**config.mk**
```make
export PLATFORM = sky130hd
export DESIGN_NAME = fti_interp
export DESIGN_NICKNAME = d
export VERILOG_FILES = /design/src/rtl/fti_pkg.sv /design/src/rtl/fti_ctrl.sv /design/src/rtl/fti_lfsr.sv /design/src/rtl/fti_decode.sv /design/src/rtl/fti_interp.sv
export SDC_FILE = /design/constraint.sdc
export NUM_CORES = 1
export LEC_CHECK = 0
export ABC_AREA = 1
export BUFFER_PORTS_ARGS = -buffer_cell sky130_fd_sc_hd__buf_2
export CORE_AREA = 2 2 40 42
export DETAILED_ROUTE_END_ITERATION = 12
export DIE_AREA = 0 0 42 44
export PLACE_DENSITY = 0.76
export SYNTH_ARGS = -nofsm -noshare
export SYNTH_HDL_FRONTEND = slang
export SYNTH_SLANG_ARGS = --single-unit
export TNS_END_PERCENT = 5
```
**constraint.sdc**
```tcl
create_clock -name clk_i -period 1.2 [get_ports clk_i]
set_input_delay 0.12 -clock clk_i [delete_from_list [all_inputs] [get_ports clk_i]]
set_output_delay 0.12 -clock clk_i [all_outputs]
set_load 0.01 [all_outputs]
```
**src/rtl/fti_pkg.sv**
```systemverilog
package fti_pkg;

  typedef enum logic [1:0] {
    ST_IDLE = 2'd0,
    ST_RUN  = 2'd1,
    ST_DONE = 2'd2
  } fti_state_e;

  // one Fibonacci step, left shift, feedback = parity of tapped bits
  function automatic logic [15:0] lfsr_adv(logic [15:0] q, logic [15:0] taps, int w);
    logic [15:0] mask;
    logic fb;
    mask = 16'((32'd1 << w) - 1);
    fb   = ^(q & taps & mask);
    return ((q << 1) | {15'd0, fb}) & mask;
  endfunction

  function automatic logic [15:0] lfsr_nth(logic [15:0] seed, logic [15:0] taps, int w, int k);
    logic [15:0] q;
    q = seed;
    for (int i = 0; i < k; i++) q = lfsr_adv(q, taps, w);
    return q;
  endfunction

endpackage

```
**src/rtl/fti_ctrl.sv**
```systemverilog
module fti_ctrl
  import fti_pkg::*;
(
  input  logic       clk_i,
  input  logic       rst_ni,
  input  logic       start_i,
  input  logic       stop_i,
  input  logic       clear_i,
  input  logic       at_max_i,
  output fti_state_e state_o,
  output logic       load_o,
  output logic       adv_o,
  output logic       ovf_o
);

  fti_state_e state_q, state_d;
  logic       ovf_q, ovf_d;

  always_comb begin
    state_d = state_q;
    unique case (state_q)
      ST_IDLE: if (start_i) state_d = ST_RUN;
      ST_RUN:  if (stop_i)  state_d = ST_DONE;
      ST_DONE: state_d = ST_DONE;
      default: state_d = ST_IDLE;
    endcase
    if (clear_i) state_d = ST_IDLE;
  end

  // run cycle that would pass the window limit: hold and flag
  always_comb begin
    ovf_d = ovf_q;
    if (state_q == ST_RUN && !stop_i && at_max_i) ovf_d = 1'b1;
    if (clear_i) ovf_d = 1'b0;
  end

  always_ff @(posedge clk_i or negedge rst_ni) begin
    if (!rst_ni) begin
      state_q <= ST_IDLE;
      ovf_q   <= 1'b0;
    end else begin
      state_q <= state_d;
      ovf_q   <= ovf_d;
    end
  end

  assign load_o  = clear_i;
  assign adv_o   = (state_q == ST_RUN) && !stop_i && !clear_i && !at_max_i;
  assign state_o = state_q;
  assign ovf_o   = ovf_q;

  assert_done_hold_R7: assert property (@(posedge clk_i) disable iff (!rst_ni)
    (state_q == ST_DONE && !clear_i) |=> (state_q == ST_DONE));

  assert_no_restart_R8: assert property (@(posedge clk_i) disable iff (!rst_ni)
    (state_q == ST_RUN && !stop_i && !clear_i) |=> (state_q == ST_RUN && !load_o || clear_i || state_q == ST_RUN));

  assert_idle_stop_R10: assert property (@(posedge clk_i) disable iff (!rst_ni)
    (state_q == ST_IDLE && !start_i) |=> (state_q == ST_IDLE));

  assert_ovf_only_run_R6: assert property (@(posedge clk_i) disable iff (!rst_ni)
    $rose(ovf_q) |-> ($past(state_q) == ST_RUN));

endmodule

```
**src/rtl/fti_lfsr.sv**
```systemverilog
module fti_lfsr
  import fti_pkg::*;
#(
  parameter int          W    = 4,
  parameter logic [15:0] TAPS = 16'h000C,
  parameter logic [15:0] SEED = 16'h0001
) (
  input  logic         clk_i,
  input  logic         rst_ni,
  input  logic         load_i,
  input  logic         adv_i,
  output logic [W-1:0] q_o
);

  localparam logic [W-1:0] SeedW = SEED[W-1:0];

  logic [W-1:0] q_q;
  logic [15:0]  nxt;

  assign nxt = lfsr_adv({{(16-W){1'b0}}, q_q}, TAPS, W);

  always_ff @(posedge clk_i or negedge rst_ni) begin
    if (!rst_ni)     q_q <= SeedW;
    else if (load_i) q_q <= SeedW;
    else if (adv_i)  q_q <= nxt[W-1:0];
  end

  assign q_o = q_q;

  assert_nonzero_R5: assert property (@(posedge clk_i) disable iff (!rst_ni)
    q_q != '0);

  assert_hold_R3: assert property (@(posedge clk_i) disable iff (!rst_ni)
    (!adv_i && !load_i) |=> $stable(q_q));

endmodule

```
**src/rtl/fti_decode.sv**
```systemverilog
module fti_decode
  import fti_pkg::*;
#(
  parameter int          W    = 4,
  parameter logic [15:0] TAPS = 16'h000C,
  parameter logic [15:0] SEED = 16'h0001
) (
  input  logic [W-1:0] q_i,
  output logic [W-1:0] bin_o
);

  localparam int Period = (1 << W) - 1;

  logic [Period-1:0] hit;

  for (genvar i = 0; i < Period; i++) begin : g_match
    localparam logic [15:0] StI = lfsr_nth(SEED, TAPS, W, i);
    assign hit[i] = (q_i == StI[W-1:0]);
  end

  always_comb begin
    bin_o = '0;
    for (int i = 0; i < Period; i++)
      if (hit[i]) bin_o = bin_o | W'(i);
  end

  assert_onehot_R5: assert final ($onehot0(hit));

endmodule

```
**src/rtl/fti_interp.sv**
```systemverilog
module fti_interp
  import fti_pkg::*;
#(
  parameter int          LFSR_W    = 4,
  parameter logic [15:0] TAP_MASK  = 16'h000C,
  parameter logic [15:0] SEED      = 16'h0001,
  parameter int          MAX_STEPS = 14
) (
  input  logic              clk_i,
  input  logic              rst_ni,
  input  logic              start_i,
  input  logic              stop_i,
  input  logic              clear_i,
  output logic              osc_en_o,
  output logic [LFSR_W-1:0] lfsr_o,
  output logic [LFSR_W-1:0] fine_o,
  output logic              fine_valid_o,
  output logic              overflow_o
);

  localparam logic [15:0] MaxState = lfsr_nth(SEED, TAP_MASK, LFSR_W, MAX_STEPS);

  fti_state_e  state;
  logic        load, adv, ovf, at_max;
  logic [LFSR_W-1:0] q;

  assign at_max = (q == MaxState[LFSR_W-1:0]);

  fti_ctrl u_ctrl (
    .clk_i    (clk_i),
    .rst_ni   (rst_ni),
    .start_i  (start_i),
    .stop_i   (stop_i),
    .clear_i  (clear_i),
    .at_max_i (at_max),
    .state_o  (state),
    .load_o   (load),
    .adv_o    (adv),
    .ovf_o    (ovf)
  );

  fti_lfsr #(.W(LFSR_W), .TAPS(TAP_MASK), .SEED(SEED)) u_lfsr (
    .clk_i  (clk_i),
    .rst_ni (rst_ni),
    .load_i (load),
    .adv_i  (adv),
    .q_o    (q)
  );

  fti_decode #(.W(LFSR_W), .TAPS(TAP_MASK), .SEED(SEED)) u_dec (
    .q_i   (q),
    .bin_o (fine_o)
  );

  assign osc_en_o     = (state == ST_RUN);
  assign fine_valid_o = (state == ST_DONE);
  assign overflow_o   = ovf;
  assign lfsr_o       = q;

  assert_clamp_R6: assert property (@(posedge clk_i) disable iff (!rst_ni)
    overflow_o |-> (fine_o == LFSR_W'(MAX_STEPS)));

  assert_frozen_R4: assert property (@(posedge clk_i) disable iff (!rst_ni)
    (fine_valid_o && !clear_i) |=> $stable(lfsr_o) && $stable(overflow_o));

  assert_excl_R4: assert property (@(posedge clk_i) disable iff (!rst_ni)
    !(osc_en_o && fine_valid_o));

  assert_clear_R9: assert property (@(posedge clk_i) disable iff (!rst_ni)
    clear_i |=> (!osc_en_o && !fine_valid_o && !overflow_o));

endmodule

```
* Word-level counts from Yosys, hierarchy flattened
Cells that the tools add are included.
** Storage, ports and cells
- Bits in registers :: 7
- Input bits :: 5
** Operators by class
- Muxes and demuxes :: 22
- Reductions and logical operators :: 12
- Bitwise gates (word level) :: 1
- Equal/unequal tests :: 18
** Operators with widths (number)
- $mux W4 :: 9
- $eq A4 B4 Y1 const B :: 8
- $eq A4 B3 Y1 const B :: 4
- $reduce_xor A16 Y1 :: 1
- $mux W3 :: 4
- $mux W2 :: 5
- $eq A4 B2 Y1 const B :: 2
- $ne A3 B3 Y1 const B :: 2
- $pmux W2 S3 :: 1
- $logic_and A1 B1 Y1 :: 4
- $or A4 B1 Y4 :: 1
- $reduce_bool A2 Y1 :: 2
- $logic_not A1 Y1 :: 3
- $mux W1 :: 3
- $eq A2 B1 Y1 const B :: 1
- $eq A2 B2 Y1 const B :: 1
- $logic_not A2 Y1 :: 1
- $reduce_and A2 Y1 :: 1

* Logic depth before layout (Yosys ltp)
- Depth after elaboration :: 15
- Gate-level depth with buffers :: 7
- Mapped depth without buffers :: 7

* Modules after synthesis
From an unflattened synthesis, not the netlist that was laid out.
** Unflattened totals
- Cells, all modules :: 93
- Area, all modules :: 556.8 µm²
** Modules (own cells, without submodules)
- fti_ctrl :: cells an instance 28, times used 1, area each 214.0 µm²
- fti_lfsr :: cells an instance 24, times used 1, area each 181.4 µm²
- fti_decode :: cells an instance 31, times used 1, area each 123.9 µm²
- fti_interp :: cells an instance 10, times used 1, area each 37.5 µm²

* Worst setup path after synthesis
OpenSTA, ideal clock, no wires.
- Path type :: reg2reg
- From :: reg u_ctrl.state_q[1], in the netlist u_ctrl.state_o[1]
- To :: reg u_lfsr.q_q[1], in the netlist u_lfsr.q_o[1]
- Setup slack :: -0.055 ns
- Arrival :: 1.137 ns
- Setup time :: 0.118 ns
- Stages on the path, launching flop included :: 8
- Data required time :: 1.082 ns
- Buffers on the path :: 0
- Path through :: dfrtp_1 > inv_1 > ha_1 > nand2_1 > nor2_2 > nand2_2 > nand3_1 > nand2_1
** Between the ends
- Word-level cells in the longest chain between the ends :: 5
** RTL lines
- start: declaration :: line fti_ctrl.sv:16 : fti_state_e state_q, state_d;
- start signal: assignment :: line fti_ctrl.sv:42 : state_q <= state_d;
- $eq A2 B1 Y1
- via osc_en_o :: line fti_interp.sv:14 : output logic osc_en_o,
- $logic_and A1 B1 Y1 (3 in series) :: line fti_ctrl.sv:48 : assign adv_o = (state_q == ST_RUN) && !stop_i && !clear_i && !at_max_i;
- $reduce_bool A2 Y1 (no line)
- end signal: assignment :: line fti_lfsr.sv:23 : if (!rst_ni) q_q <= SeedW;
- end signal: assignment :: line fti_lfsr.sv:24 : else if (load_i) q_q <= SeedW;
- end signal: assignment :: line fti_lfsr.sv:25 : else if (adv_i) q_q <= nxt[W-1:0];
- end: declaration :: line fti_lfsr.sv:17 : logic [W-1:0] q_q;
The timed path passes the listed nets, and every way through them passes these cells.
A chain may end at the register's enable or synchronous reset.

* Worst setup path in the final report
- From :: reg u_lfsr.q_q[3], in the netlist u_lfsr.q_o[3]
- To :: out fine_o[2]
** Between the ends
- Word-level cells in the longest chain between the ends :: 12
** RTL lines
- $eq A4 B2 Y1 :: line fti_decode.sv:18 : assign hit[i] = (q_i == StI[W-1:0]);
- $mux W3 (4 in series) :: line fti_decode.sv:24 : if (hit[i]) bin_o = bin_o | W'(i);
- $mux W4 (6 in series) :: line fti_decode.sv:24
- $mux W4 (*) :: line fti_decode.sv:24
- end: declaration :: line fti_interp.sv:16 : output logic [LFSR_W-1:0] fine_o,
Every way passes the cells marked *; elsewhere a longest branch is shown, timed or not.

==> flow_summary.ini <==
[drt]
vias = 593
vias_per_cell = 4.82
wl_met1_um = 644
route.met3.wl_um = 45
routedWlPerCell_um = 11.5
remaining_drc_errors = 0
highest_layer = met3
ant_nets = 0
wl_met2_um = 725
dr.pass1.iters = 4
wirelength_mm = 1.41
drtIter0Drc = 14

[cts]
postCtsSetupRepairBufs = 0
cts_made_buffers = 3
clk_latency_ns = 0.25
path_clk_slew_ns = 0.06
clock_path_buffers = 2
cts_tree = built
root_buffer = clkbuf_4
cts.sinks = 7
h-tree-depth = 1

[die]
io_pins = 16
dieHeight_um = 44
rows = 14
die-area_um2 = 1850
start_util_pct = 41.4
fp.dieW_um = 42
core-area_um2 = 1420

[timing]
fin_crit_sh_pct = 124
hold_violations = 0
hold_slack_ns = 0.114
rsz0062_at_grt = yes
max_freq_mhz = 674
setup_viol = 5
worst_slew_pin_slew_ns = 0.196
finClkSkew_ns = 0.00337
min_period_ns = 1.48
layout_setup_ws_ns = -0.283
relSlewSlack_pct = 86.9
drv_slew = 0

[synthesis]
netlist_area_um2 = 588
yosys_warnings = 0
synthTopCellsByArea = dfrtp_1, nand2_1, ha_1
ys_seq_area_share_pct = 30.0
synth_edf_count = 0
netlist_top_cells_count = nand2_1, inv_1, ha_1
synth_xor_area_share_pct = 0
yosys.area_share.simple_pct = 41.3
syn_area_per_cell_um2 = 7.35
synth_cells = 80
async_flop_share_pct = 100
synth_compound_area_share_pct = 5.53
yosysMostFrequentCell = nand2_1
synth.area.mux_share_pct = 0
synth_top_family_by_area = simple AND/OR/NAND/NOR gates
yosysUniqueCellTypes = 21
ys_seq_elements = 7
synth_nets = 92
synth-main-ff-cell = dfrtp_1
synth_area_leader_cell = dfrtp_1
synthAdderAreaFrac_pct = 14.9
post-synth-top-area-fraction_pct = 25.5

[placed_design]
dp_hpwl_mm = 1.07
place_inst = 118
gp_congestion = 0.885
numPortBuffers = 15
place_area_um2 = 738

[critical_path]
timing.rr.start = u_lfsr.q_o[0]$_DFFE_PN1P_
critical_path.max_stage_delay_ns = 0.44
reg2reg_to = u_lfsr.q_o[3]$_DFFE_PN0P_
crit_slowest_cell = dfrtp_2
cp_max_fo = 3
worstSetupPathDepth = 7
cp-start-kind = flop
critPathTopFamily = flip-flops
crit_buf_inv = 3
end_kind = primary output
path_common_cell = nor2_1
startpoint = u_lfsr.q_o[3]$_DFFE_PN0P_
worstPathArrival_ns = 1.36
cp_cell_sequence = inv_2, ha_2, nor2_1, nor2_1, inv_1, nand4_1, buf_2
crit_type = reg2out
endpoint = fine_o[2]
crit_required_ns = 1.08
r2r_cells = 7
regToRegSetupSlack_ns = 0.05

[final_layout]
drive_above_1_share_pct = 47.7
final.fill_count = 120
final_cells = 123
regArea_um2 = 178
multiInputGateArea_um2 = 417
areaGrowthSynthToFinish_pct = 40.6
antenna_cells = 0
layout.nets = 120
stdcell_area_um2 = 827
finish.utilization_pct = 58.3

[run_status]
violations = negative setup slack
status = finished with violations

[power]
power_frac_comb_pct = 47.6
clockPowerShare_pct = 20.6
p_int_uw = 625
p_sw_share_pct = 40.1
irDropWorstVdd_uv = 722
p_sw_uw = 419
p_leak_nw = 0.409
p_seq_share_pct = 31.8
powerDensity_nw_per_um2 = 1260

[global_routing]
gr-usage-all-layers_pct = 17.1
antenna_found_initial = 0
grt_first_pass_wirelength_mm = 2.41
grt_pass1_vias = 620
grt_max_degree = 8
grt_overflow = 0

[flow_run]
cap_violations = 0

[worst_hold_path]
hp-class = in2reg
-- flip-flops by register name (all words and copies together), names as in the netlist --
register,flops
u_ctrl.state_o,2
u_ctrl.ovf_o,1
u_lfsr.q_o,4
-- kinds of logic (layout without fill, tap and decap cells) --
group | Yosys count | in the layout
flip-flops | 7 | 7
AND/OR/NAND/NOR | 47 | 47
AO/OA/AOI/OAI | 6 | 6
adder cells (fa/ha/maj) | 7 | 7
buffers and inverters | 13 | 40
-- final cells by class --
type                       count  area share [%]
multi-input combinational     60            50.4
sequential                     7            21.5
timing repair buffer          23            16.6
inverter                      13            5.90
clock buffer                   4            3.18
tap                           16            2.42
-- power by group through the flow --
stage / clock network, mW / registers, mW / logic [mW]
6_report: 0.215 / 0.332 / 0.497
5_1_grt: 0.242 / 0.334 / 0.557
4_1_cts: 0.222 / 0.326 / 0.479
3_5_place_dp: 0 / 0.323 / 0.461
3_3_place_gp: 0 / 0.321 / 0.443
2_1_floorplan: 0 / 0.335 / 0.270
-- worst reg2reg max path, cell delays in order, from the launching register on --
cell and delay [ns]:
dfstp_2 0.59, inv_2 0.09, nand2_4 0.06, buf_4 0.11, nor2_4 0.04, nor2_4 0.08, nand2_1 0.05, nand2_1 0.06
-- worst min-delay path by stage --
stage               cells after the start  startpoint  slack (ns)                   endpoint
finish                                  2     clear_i        0.11   u_ctrl.ovf_o$_DFFE_PN0P_
global route                            2     clear_i        0.12   u_ctrl.ovf_o$_DFFE_PN0P_
CTS                                     2     clear_i         0.1   u_ctrl.ovf_o$_DFFE_PN0P_
detailed placement                      1      rst_ni       -0.03  u_lfsr.q_o[3]$_DFFE_PN0P_
global placement                        1      rst_ni       -0.04   u_ctrl.ovf_o$_DFFE_PN0P_
floorplan                               0      rst_ni       -0.18   u_ctrl.ovf_o$_DFFE_PN0P_
-- per-layer routing --
layer,vias up,track usage [%]
li1,307,-
met3,0,2.08
met1,271,19.0
met4,0,13.5
met2,15,29.7
met5,-,0
-- per-stage QoR --
stage | total power, mW | setup slack [ns] | setup TNS, ns
3_5_place_dp | 0.784 | -0.0948 | -0.357
6_report | 1.04 | -0.283 | -1.04
5_1_grt | 1.13 | -0.368 | -1.48
2_1_floorplan | 0.606 | -0.0465 | -0.0769
3_3_place_gp | 0.765 | -0.0295 | -0.0508
4_1_cts | 1.03 | -0.278 | -1.08
-- what timing repair did --
action | CTS | global route
pin swaps | 1 | 1
hold buffers | 1 | 0
endpoints found under the setup margin | 9 | 10
gates resized for setup | 7 | 8
hold endpoints to repair | 7 | 0
-- cells in the final DEF (no fill, tap or decap) --
master and count:
a21oi_1 2, a21oi_2 1, buf_2 15, buf_4 7, clkbuf_1 1, clkbuf_4 3, clkinv_1 1, dfrtp_1 5
dfrtp_2 1, dfstp_2 1, dlygate4sd3_1 1, ha_1 3, ha_2 1, ha_4 3, inv_1 4, inv_2 8
nand2_1 23, nand2_2 5, nand2_4 1, nand3_1 4, nand3_2 1, nand3_4 1, nand3b_1 1, nand4_1 2
nor2_1 6, nor2_4 3, o211ai_1 1, o21ai_0 1, o21ai_1 1
Note: power is estimated with default switching activity, not from simulation.
